[config.mk]
export PLATFORM = sky130hd
export DESIGN_NAME = ilv_beat_tracker
export DESIGN_NICKNAME = d
export VERILOG_FILES = /design/src/rtl/ilv_par_pkg.sv /design/src/rtl/ilv_beat_tracker.sv
export SDC_FILE = /design/constraint.sdc
export NUM_CORES = 1
export LEC_CHECK = 0
export CORE_ASPECT_RATIO = 0.9
export CORE_UTILIZATION = 45
export CTS_CLUSTER_DIAMETER = 150
export CTS_CLUSTER_SIZE = 30
export DETAILED_ROUTE_END_ITERATION = 10
export GPL_TIMING_DRIVEN = 0
export PLACE_DENSITY = 0.75
export SLEW_MARGIN = 20
export SYNTH_ARGS = -nofsm -noshare
export SYNTH_HDL_FRONTEND = slang
export SYNTH_SLANG_ARGS = --single-unit
[constraint.sdc]
create_clock -name clk -period 5.75 [get_ports clk]
set_clock_uncertainty 0.2 [all_clocks]
set_input_delay 1.725 -clock clk [delete_from_list [all_inputs] [get_ports clk]]
set_output_delay 1.725 -clock clk [all_outputs]
set_load 0.005 [all_outputs]
[src/rtl/ilv_par_pkg.sv]
package ilv_par_pkg;

    typedef enum logic [1:0] {
        ST_HUNT  = 2'd0,
        ST_PRIME = 2'd1,
        ST_CHECK = 2'd2
    } trk_state_t;

    localparam int LANES = 2;

endpackage

[src/rtl/ilv_beat_tracker.sv]
module ilv_beat_tracker
    import ilv_par_pkg::*;
#(
    parameter int NUM_CH      = 192,
    parameter int FRAME_BYTES = 810,
    parameter int PAR_POS     = 4,
    parameter int PAIR_W      = 7
) (
    input  logic              clk,
    input  logic              rst_n,
    input  logic              in_valid,
    input  logic              frame_start,
    output logic              take,
    output logic              at_par,
    output logic              check_en,
    output logic [PAIR_W-1:0] pair_idx,
    output trk_state_t        state_o
);

    localparam int PAIRS = NUM_CH / 2;
    localparam int POS_W = $clog2(FRAME_BYTES);
    localparam logic [PAIR_W-1:0] LAST_PAIR = PAIR_W'(PAIRS - 1);
    localparam logic [POS_W-1:0]  LAST_POS  = POS_W'(FRAME_BYTES - 1);
    localparam logic [POS_W-1:0]  PAR_P     = POS_W'(PAR_POS);

    trk_state_t        state_q, state_d;
    logic [PAIR_W-1:0] pair_q, eff_pair, nxt_pair;
    logic [POS_W-1:0]  pos_q, eff_pos, nxt_pos;
    logic              last_pair;

    // Realignment: a valid frame marker makes this beat pair 0, position 0
    always_comb begin
        eff_pair  = (frame_start) ? '0 : pair_q;
        eff_pos   = (frame_start) ? '0 : pos_q;
        last_pair = (eff_pair == LAST_PAIR);
        nxt_pair  = last_pair ? '0 : eff_pair + 1'b1;
        if (!last_pair)
            nxt_pos = eff_pos;
        else if (eff_pos == LAST_POS)
            nxt_pos = '0;
        else
            nxt_pos = eff_pos + 1'b1;
    end

    always_comb begin
        take     = in_valid && ((state_q != ST_HUNT) || frame_start);
        at_par   = take && (eff_pos == PAR_P);
        check_en = (state_q == ST_CHECK);
        pair_idx = eff_pair;
        state_o  = state_q;
    end

    always_comb begin
        state_d = state_q;
        unique case (state_q)
            ST_HUNT:  if (in_valid && frame_start) state_d = ST_PRIME;
            ST_PRIME: if (at_par && last_pair)     state_d = ST_CHECK;
            ST_CHECK: state_d = ST_CHECK;
            default:  state_d = ST_HUNT;
        endcase
    end

    always_ff @(posedge clk or negedge rst_n) begin
        if (!rst_n) begin
            state_q <= ST_HUNT;
        end else begin
            state_q <= state_d;
        end
    end

    always_ff @(posedge clk or negedge rst_n) begin
        if (!rst_n) begin
            pair_q <= '0;
            pos_q  <= '0;
        end else if (take) begin
            pair_q <= nxt_pair;
            pos_q  <= nxt_pos;
        end
    end


    idle_hold_chk: assert property (@(posedge clk) disable iff (!rst_n)
        !in_valid |=> ($stable(pair_q) && $stable(pos_q) && $stable(state_q)));


    pair_range_chk: assert property (@(posedge clk) disable iff (!rst_n)
        pair_q <= LAST_PAIR);


    pos_range_chk: assert property (@(posedge clk) disable iff (!rst_n)
        pos_q <= LAST_POS);

endmodule

Word level (Yosys, flattened, before mapping)
Cells that the tools add are included.
{"block": "totals", "output_inout_bits": 12, "inputBits": 4, "rom_bits": 0, "ram_bits": 0, "memories": 0, "latchBits": 0, "reg_bits": 19, "word_cells": 28}
{"block": "op_classes", "n_mux": 8, "eq_ne": 7, "n_div": 0, "multipliers": 0, "shift": 0, "n_reduce_logical": 8, "order_cmp": 0, "bitwise_logic": 0, "addsub": 2}
{"op": "10-bit two-way mux", "count": 3}
{"op": "7-bit two-way mux", "count": 2}
{"op": "10-bit by 1-bit adder with 10-bit output, second input constant", "count": 1}
{"op": "10-bit == test, second input constant", "count": 1}
{"op": "10-bit by 3-bit == test with 1-bit output, second input constant", "count": 1}
{"op": "7-bit by 1-bit adder with 7-bit output, second input constant", "count": 1}
{"op": "7-bit == test, second input constant", "count": 1}
{"op": "2-bit one-hot mux with 3 select lines", "count": 1}
{"op": "1-bit logical AND", "count": 4}
{"op": "2-bit two-way mux", "count": 2}
{"op": "2-bit != test, second input constant", "count": 2}
{"op": "2-bit by 1-bit == test with 1-bit output, second input constant", "count": 1}
{"op": "2-bit == test, second input constant", "count": 1}
{"op": "2-bit zero test", "count": 1}
{"op": "2-bit AND reduction", "count": 1}
{"op": "2-bit nonzero test", "count": 1}
{"op": "1-bit logical OR", "count": 1}

Longest topological paths before layout
Gate-level depths: netlist of run 1.
{"block": "depth", "ltp_word": 7, "ltp_mapped": 10, "mapped_depth_nobuf": 7}

Worst setup path after synthesis of run 1
OpenSTA, ideal clock, no wires.
{"block": "synth_path", "path_type": "input-to-output", "startpoint": "in in_valid", "endpoint": "out at_par", "setup_slack_ns": 1.423, "stages": 3, "required_ns": 3.825, "t_arrival_ns": 2.402, "n_path_buf": 1, "path_cell_list": "clkbuf_1 > and4bb_2 > and4_1"}
{"block": "synth_via", "elab_chain_len": 2}
{"item": "from (decl)", "line": "ilv_beat_tracker.sv:11", "rtl": "input logic in_valid,"}
{"item": "1-bit logical AND", "line": "ilv_beat_tracker.sv:46", "rtl": "take = in_valid && ((state_q != ST_HUNT) || frame_start);"}
{"item": "1-bit logical AND", "line": "ilv_beat_tracker.sv:47", "rtl": "at_par = take && (eff_pos == PAR_P);"}
{"item": "to (decl)", "line": "ilv_beat_tracker.sv:14", "rtl": "output logic at_par,"}
No other way between the ends.

Worst setup path in the final report of run 1
{"block": "layout_path", "startpoint": "in frame_start", "endpoint": "out at_par"}
{"block": "layout_via", "elab_chain_len": 3, "word_cells_on_any_way": 5, "classes_between": "eq/ne: 1; mux: 1; reduce/logical: 3"}
{"item": "from (decl)", "line": "ilv_beat_tracker.sv:12", "rtl": "input logic frame_start,"}
{"item": "10-bit two-way mux or 1-bit logical OR (tied branches)", "line": "ilv_beat_tracker.sv:34, ilv_beat_tracker.sv:46"}
{"item": "10-bit by 3-bit == test with 1-bit output or 1-bit logical AND (tied branches)", "line": "ilv_beat_tracker.sv:47, ilv_beat_tracker.sv:46"}
{"item": "1-bit logical AND (*)", "line": "ilv_beat_tracker.sv:47"}
Mark *: on every way between the ends. The rest lies on a longest branch, timed or not.

==> tab_implementation.tex, run 1 <==
\begin{tabular}{lr}
\hline
Metric & Value \\
\hline
\multicolumn{2}{l}{\textbf{Run status}} \\
\quad Run status & finished clean \\
\multicolumn{2}{l}{\textbf{Clock tree}} \\
\quad Buffer depth of the longest clock path & 2 \\
\quad TritonCTS Buffers & 3 \\
\quad CTS tree & built \\
\quad Number of clock sinks seen by CTS & 19 \\
\quad Clock insertion delay at the later pin of the skew report & 310 ps \\
\quad Depth of the CTS H-tree & 1 \\
\quad Clock-pin slew of the registers on the worst-case setup and hold paths & 120 ps \\
\quad Clock root buffer & clkbuf\_4 \\
\quad Hold-fix buffers, CTS & 0 \\
\multicolumn{2}{l}{\textbf{Synthesis}} \\
\quad Largest cells by area after synthesis & dfrtp\_1 (33\%), ha\_1 (6.1\%), nand2\_1 (4.7\%), nand4\_1 (4.3\%), nor2b\_1 (4.3\%) \\
\quad Number of nets produced by synthesis & 174 \\
\quad Post-synthesis cell type with the largest combined area & dfrtp\_1 \\
\quad Synthesized instance count & 163 \\
\quad Mapped Area & between 0.001 and 0.0015 sq mm \\
\quad Area share of the largest cell type after synthesis & 33.0\% \\
\quad Count of distinct cell types in the synthesized netlist & 46 \\
\quad Number of register bits inferred by synthesis & 19 \\
\quad YS warnings & 0 \\
\quad Async S/R FF share, synth & 100\% \\
\quad Number of enable flip-flop cells after synthesis & 0 \\
\quad Share of synthesized area occupied by flip-flops and latches & about a third \\
\quad Synthesized area per cell & roughly 8.8 sq um \\
\quad Dominant synthesized flop cell & dfrtp\_1 \\
\multicolumn{2}{l}{\textbf{Floorplanning}} \\
\quad Total I/O pin count & 16 \\
\quad CORE AREA & approximately 0.0030 sq mm \\
\quad Starting Density & 47.3\% \\
\quad Die height & 55.6 um \\
\quad X dimension of the die & 61.6 um \\
\quad Die Outline Area & 0.00343 sq mm \\
\quad Row Count & 19 \\
\multicolumn{2}{l}{\textbf{Route}} \\
\quad Number of DRC markers in iteration 0 & 79 \\
\quad Routed Wire Length & approximately 3500 um \\
\quad Vias post-DR & 1,380 \\
\quad Number of search-and-repair iterations in the first detailed-routing pass & 4 \\
\quad Number of nets with antenna violations after detailed routing & 0 \\
\quad Number of vias per cell & 6.19 \\
\quad Per-cell routed wire length & $\sim$16 um \\
\quad Detailed-route DRC error count & 0 \\
\multicolumn{2}{l}{\textbf{Power and ir drop}} \\
\quad Power per standard cell area & 283 mW/mm\^{}2 \\
\quad Worst IR Drop VDD & 167 uV \\
\quad Static Leakage & 0.694 nW \\
\multicolumn{2}{l}{\textbf{Placement}} \\
\quad Cell total after placement & 219 \\
\quad Post-DP HPWL & 2600 um \\
\quad Gp weighted congestion & 0.872 \\
\quad Count of buffers from port buffering & 14 \\
\multicolumn{2}{l}{\textbf{Critical path}} \\
\quad Worst Setup Path Type & in -> out \\
\quad Type of destination of the critical path & primary output \\
\quad Crit path required time & between 3000 and 4000 ps \\
\quad Arr. time, crit path & between 3000 and 4000 ps \\
\quad Category of the worst setup path launch point & input port \\
\quad Reg2Reg Setup Slack & 3370 ps \\
\quad Largest fanout on the critical path & 10 \\
\multicolumn{2}{l}{\textbf{Timing}} \\
\quad Endpoints failing setup & 0 \\
\quad Worst slew margin relative to its limit & a little over two fifths \\
\quad Worst slack on hold paths & 336 ps \\
\quad RSZ-0062 raised after global routing & no \\
\quad Setup tns final & 0 ps \\
\quad Crit share post-route & 97.1\% \\
\quad Number of hold violations in the final report & 0 \\
\quad Post-route minimum period & 5580 ps \\
\quad Final-report max-slew violation count & 0 \\
\quad Actual transition at the worst max-transition pin & 857 ps \\
\quad Highest Clock Rate & 179 MHz \\
\multicolumn{2}{l}{\textbf{Global routing}} \\
\quad Combined global-route utilization of all metal layers & a little under a quarter \\
\quad Initial antenna violation count & 0 \\
\quad Global-route wire length before repair & 5910 um \\
\quad Maximum number of pins on one net before global-route repair & 20 \\
\quad Number of global-route vias before repair & 1,219 \\
\quad Total global routing overflow & 0 \\
\multicolumn{2}{l}{\textbf{Worst hold path}} \\
\quad Worst hold path class & reg -> reg \\
\multicolumn{2}{l}{\textbf{Final layout}} \\
\quad Area added between synthesis and finish & 15.6\% \\
\quad \# diodes & 0 \\
\quad Layout net count & 193 \\
\quad Top library cells by usage in the layout, fill and taps aside & dfrtp\_1 (19), nand2\_1 (18), clkdlybuf4s50\_1 (14) \\
\quad Filler-free cell count of the finished design & 223 \\
\quad Most common library cell in the layout ignoring fill and taps & dfrtp\_1 \\
\quad Layout cells sized above 1 & between 8 and 9\% \\
\multicolumn{2}{l}{\textbf{Run}} \\
\quad Number of max-cap violations & 0 \\
\hline
\end{tabular}
repair_timing:
item | in CTS | in global routing
gates resized for setup | 0 | 2
setup endpoints to repair | 0 | 2
setup buffers | 0 | 0
synthesized netlist by cell type, types with 2 or more instances:
| library cell | n |
|---|---|
| a21oi_1 | 4 |
| a221o_1 | 2 |
| a221oi_1 | 2 |
| a22o_1 | 5 |
| a31o_1 | 2 |
| and2_1 | 5 |
| and3_1 | 3 |
| and3b_1 | 2 |
| and4_1 | 5 |
| and4b_1 | 2 |
| buf_2 | 2 |
| clkbuf_1 | 3 |
| dfrtp_1 | 19 |
| ha_1 | 7 |
| inv_1 | 7 |
| mux2i_1 | 3 |
| nand2_1 | 18 |
| nand3_1 | 4 |
| nand3b_1 | 2 |
| nand4_1 | 10 |
| nand4b_1 | 2 |
| nor2_1 | 6 |
| nor2b_1 | 10 |
| nor3_1 | 3 |
| nor3b_1 | 3 |
| nor4_1 | 4 |
| o21ai_0 | 5 |
| o21bai_1 | 5 |
state kept, by name (all words and copies together) (netlist names):
name / flops
pos_q: 10
pair_q: 7
state_o: 2
cell type report:
cell class	count	area [sq um]
Buffer	6	26.3
Clock buffer	3	22.5
Clock inverter	1	5.00
Fill cell	299	1380
Inverter	8	30.0
Multi-Input combinational cell	130	911
Sequential cell	19	475
Tap cell	42	52.6
Timing Repair Buffer	14	140
worst max-delay path, stage by stage:
cell and delay [ps]:
clkdlybuf4s50_1 600, buf_2 290, and4bb_2 350, and4_1 190
clkdlybuf4s50_1 500
where the power goes:
group | internal (mW) | switching (mW) | total, mW
Clock | 0.0260 | 0.0473 | 0.0733
Combinational | 0.104 | 0.0986 | 0.202
Sequential | 0.159 | 0.0352 | 0.194
worst paths after layout:
check                                 start         end  depth (start not counted)
min in group asynchronous             rst_n    pos_q[7]                          1
worst min-delay path              pair_q[1]   pair_q[1]                          2
worst max-delay path            frame_start      at_par                          5
worst min register to register    pair_q[1]   pair_q[1]                          2
max in group asynchronous             rst_n  state_o[1]                          1
worst max register to register    pair_q[0]    pos_q[9]                          6
cells by family after synthesis:
logic type,count (synthesis),share of synthesized area (%)
muxes,3,2.09
buffers and inverters,14,3.83
xor gates and xnor gates,1,0.609
AOI/OAI and AO/OA,34,17.8
and+or+nand+nor,85,36.5
DFF,19,33.0
adders and majority gates,7,6.09
metal layers:
| metal | vias to the layer above | routed length (um) | global-route usage, % |
|---|---|---|---|
| met2 | 47 | 1620 | 32.1 |
| li1 | 648 | - | - |
| met1 | 680 | 1690 | 35.1 |
| met3 | 5 | 186 | 3.49 |
| met5 | - | 0 | 0 |
| met4 | 0 | 46 | 7.94 |
metrics by stage:
stage               power (mW)  setup WS, ps  instance area, sq um  utilization [%]
global placement         0.384           137                  1630             53.6
floorplan                0.313          1420                  1440                -
global route             0.504          86.1                  1660             54.6
detailed placement       0.394           121                  1630             53.6
finish                   0.470           166                  1660             54.6
CTS                      0.467           113                  1660             54.5
No activity file was read; power rests on OpenSTA's default activity.
==> run 2: changes to the inputs <==
clock period = 5.2 ns   (was 5.75 ns; I/O delays follow)
==> tab_implementation.tex, run 2 (synthesis gave the netlist of run 1 again) <==
\begin{tabular}{lr}
\hline
Metric & Value \\
\hline
\multicolumn{2}{l}{\textbf{Final layout}} \\
\quad Most common library cell in the layout ignoring fill and taps & dfrtp\_1 \\
\quad Fill cells & 301 (+0.67\%) \\
\quad \# diodes & 0 (unchanged) \\
\quad Area added between synthesis and finish & 15.3\% \\
\quad Layout net count & 193 (unchanged) \\
\quad Layout cells sized above 1 & 7.73\% (-0.55 points) \\
\quad Filler-free cell count of the finished design & 223 (unchanged) \\
\quad Top library cells by usage in the layout, fill and taps aside & dfrtp\_1 (19), nand2\_1 (18), clkdlybuf4s50\_1 (13) \\
\quad Max reg flops & 10 (unchanged) \\
\quad Largest register by flop count & pos\_q \\
\multicolumn{2}{l}{\textbf{Global routing}} \\
\quad Maximum number of pins on one net before global-route repair & 20 (unchanged) \\
\quad Number of global-route vias before repair & 1,219 (unchanged) \\
\quad Combined global-route utilization of all metal layers & 22.8\% (unchanged) \\
\quad Global-route wire length before repair & 5910 um (unchanged) \\
\quad Total global routing overflow & 0 (unchanged) \\
\quad Initial antenna violation count & 0 (unchanged) \\
\multicolumn{2}{l}{\textbf{Power and ir drop}} \\
\quad Cell internal pwr & 319 uW (+10\%) \\
\quad Tot Pwr & 518 uW (+10\%) \\
\quad Worst IR Drop VDD & 184 uV (+10\%) \\
\quad Power share of the combinational group & 42.9\% (about the same) \\
\quad Fraction of power consumed by sequential logic & 41.5\% (about the same) \\
\quad Switching share of power & 38.5\% (about the same) \\
\quad Net switching power & 200 uW (+10\%) \\
\quad Clock network fraction of total power & 15.6\% (about the same) \\
\quad Static Leakage & 0.695 nW (+0.10\%) \\
\quad Power per standard cell area & 312 mW/mm\^{}2 (+11\%) \\
\multicolumn{2}{l}{\textbf{Placement}} \\
\quad Count of buffers from port buffering & 14 (unchanged) \\
\quad Post-DP HPWL & 2600 um (unchanged) \\
\quad Cell total after placement & 219 (unchanged) \\
\quad Gp weighted congestion & 0.872 (unchanged) \\
\multicolumn{2}{l}{\textbf{Clock tree}} \\
\quad Buffer depth of the longest clock path & 2 (unchanged) \\
\quad CTS tree & built \\
\quad Depth of the CTS H-tree & 1 (unchanged) \\
\quad Clock insertion delay at the later pin of the skew report & 310 ps (about the same) \\
\quad Clock-pin slew of the registers on the worst-case setup and hold paths & 120 ps (about the same) \\
\quad Clock root buffer & clkbuf\_4 \\
\quad TritonCTS Buffers & 3 (unchanged) \\
\quad Hold-fix buffers, CTS & 0 (unchanged) \\
\quad Number of clock sinks seen by CTS & 19 (unchanged) \\
\multicolumn{2}{l}{\textbf{Route}} \\
\quad Routed Wire Length & 3550 um (+0.31\%) \\
\quad Vias post-DR & 1,349 (-2.2\%) \\
\quad Number of search-and-repair iterations in the first detailed-routing pass & 4 (unchanged) \\
\quad Number of nets with antenna violations after detailed routing & 0 (unchanged) \\
\quad Number of DRC markers in iteration 0 & 68 (-14\%) \\
\quad Number of vias per cell & 6.05 (-2.2\%) \\
\quad Detailed-route DRC error count & 0 (unchanged) \\
\quad Per-cell routed wire length & 15.9 um (+0.31\%) \\
\multicolumn{2}{l}{\textbf{Run}} \\
\quad Number of max-cap violations & 0 (unchanged) \\
\multicolumn{2}{l}{\textbf{Timing}} \\
\quad Actual transition at the worst max-transition pin & 862 ps (+4.12 ps) \\
\quad RSZ-0062 raised after global routing & no \\
\quad Endpoints failing setup & 0 (unchanged) \\
\quad Highest Clock Rate & roughly 200 MHz \\
\quad Worst slew margin relative to its limit & 42.4\% (-0.28 points) \\
\quad Number of hold violations in the final report & 0 (unchanged) \\
\quad Final-report max-slew violation count & 0 (unchanged) \\
\quad Crit share post-route & just under 100\% \\
\quad Post-route minimum period & 5020 ps \\
\multicolumn{2}{l}{\textbf{Worst hold path}} \\
\quad Worst hold path class & reg -> reg \\
\multicolumn{2}{l}{\textbf{Critical path}} \\
\quad Largest fanout on the critical path & 9 (-1) \\
\quad Crit path required time & 3440 ps (-390 ps) \\
\quad Type of destination of the critical path & primary output \\
\quad Arr. time, crit path & 3260 ps (-400 ps) \\
\quad Category of the worst setup path launch point & input port \\
\quad Worst Setup Path Type & in -> out \\
\multicolumn{2}{l}{\textbf{Floorplanning}} \\
\quad Starting Density & 47.3\% (unchanged) \\
\quad Die height & 55.6 um (unchanged) \\
\quad CORE AREA & 0.00304 sq mm (unchanged) \\
\quad Row Count & 19 (unchanged) \\
\quad X dimension of the die & 61.6 um (unchanged) \\
\quad Total I/O pin count & 16 (unchanged) \\
\quad Die Outline Area & 0.00343 sq mm (unchanged) \\
\multicolumn{2}{l}{\textbf{Run status}} \\
\quad Run status & finished clean \\
\hline
\end{tabular}
==> run 2: cell types whose count changed in the layout (fill, tap and decap cells not counted), sizes merged <==
cell,before,now
buf,2,3
clkbuf,7,6
clkdlybuf4s50,14,13
dlygate4sd2,0,1
==> run 2: final timing paths <==
check                             from    endpoint  slack, ps  depth (start not counted)
max                        frame_start        take        180                          5
max reg2reg                  pair_q[0]    pos_q[9]       2840                          6
min                          pair_q[1]   pair_q[1]        340                          2
max in group asynchronous        rst_n  state_o[1]       2750                          1
min in group asynchronous        rst_n    pos_q[7]       1530                          1
min reg2reg                  pair_q[1]   pair_q[1]        340                          2
==> run 2: power groups by stage <==
stage | Combinational [mW] | Sequential (mW) | Clock (mW)
after floorplan | 0.140 | 0.207 | 0
after global placement | 0.210 | 0.214 | 0
after detailed placement | 0.220 | 0.216 | 0
after CTS | 0.222 | 0.214 | 0.0806
after global routing | 0.248 | 0.219 | 0.0886
final | 0.222 | 0.215 | 0.0807
==> run 2: through the flow <==
step | hold WS, ps | utilization (%) | instance area, sq um | setup slack, ps | TNS, ps
finish | 336 | 54.5 | 1660 | 175 | 0
global placement | 299 | 53.6 | 1630 | -82.9 | -263
CTS | 337 | 54.5 | 1660 | 203 | 0
global route | 367 | 54.5 | 1660 | 46.1 | 0
detailed placement | 308 | 53.6 | 1630 | -98.9 | -395
floorplan | 267 | - | 1440 | 1200 | 0
==> run 2: metal layers <==
metal	vias to the layer above	GRT usage, %	part of all wire (%)
met5	-	0	0
met4	0	7.94	1.3
met3	5	3.49	3.9
met2	35	32.1	46
met1	659	35.1	49
li1	650	-	-
==> run 2: cell type report <==
cell class	count	area (sq um)	area share (%)
Clock inverter	1	5.00	0.302
Clock buffer	3	22.5	1.36
Multi-Input combinational cell	130	908	54.8
Sequential cell	19	475	28.7
Tap cell	42	52.6	3.17
Buffer	6	26.3	1.58
Inverter	8	30.0	1.81
Timing Repair Buffer	14	139	8.37
==> run 2: worst max-delay path, cell delays in order <==
cell	delay, ps
dlygate4sd2_1	410
nand2b_1	310
nand2_1	170
inv_1	250
clkdlybuf4s50_1	550
==> run 2: what timing repair did <==
action | CTS | global route
endpoints found under the setup margin | 7 | 0
setup buffers | 0 | 0
gates resized for setup | 2 | 0
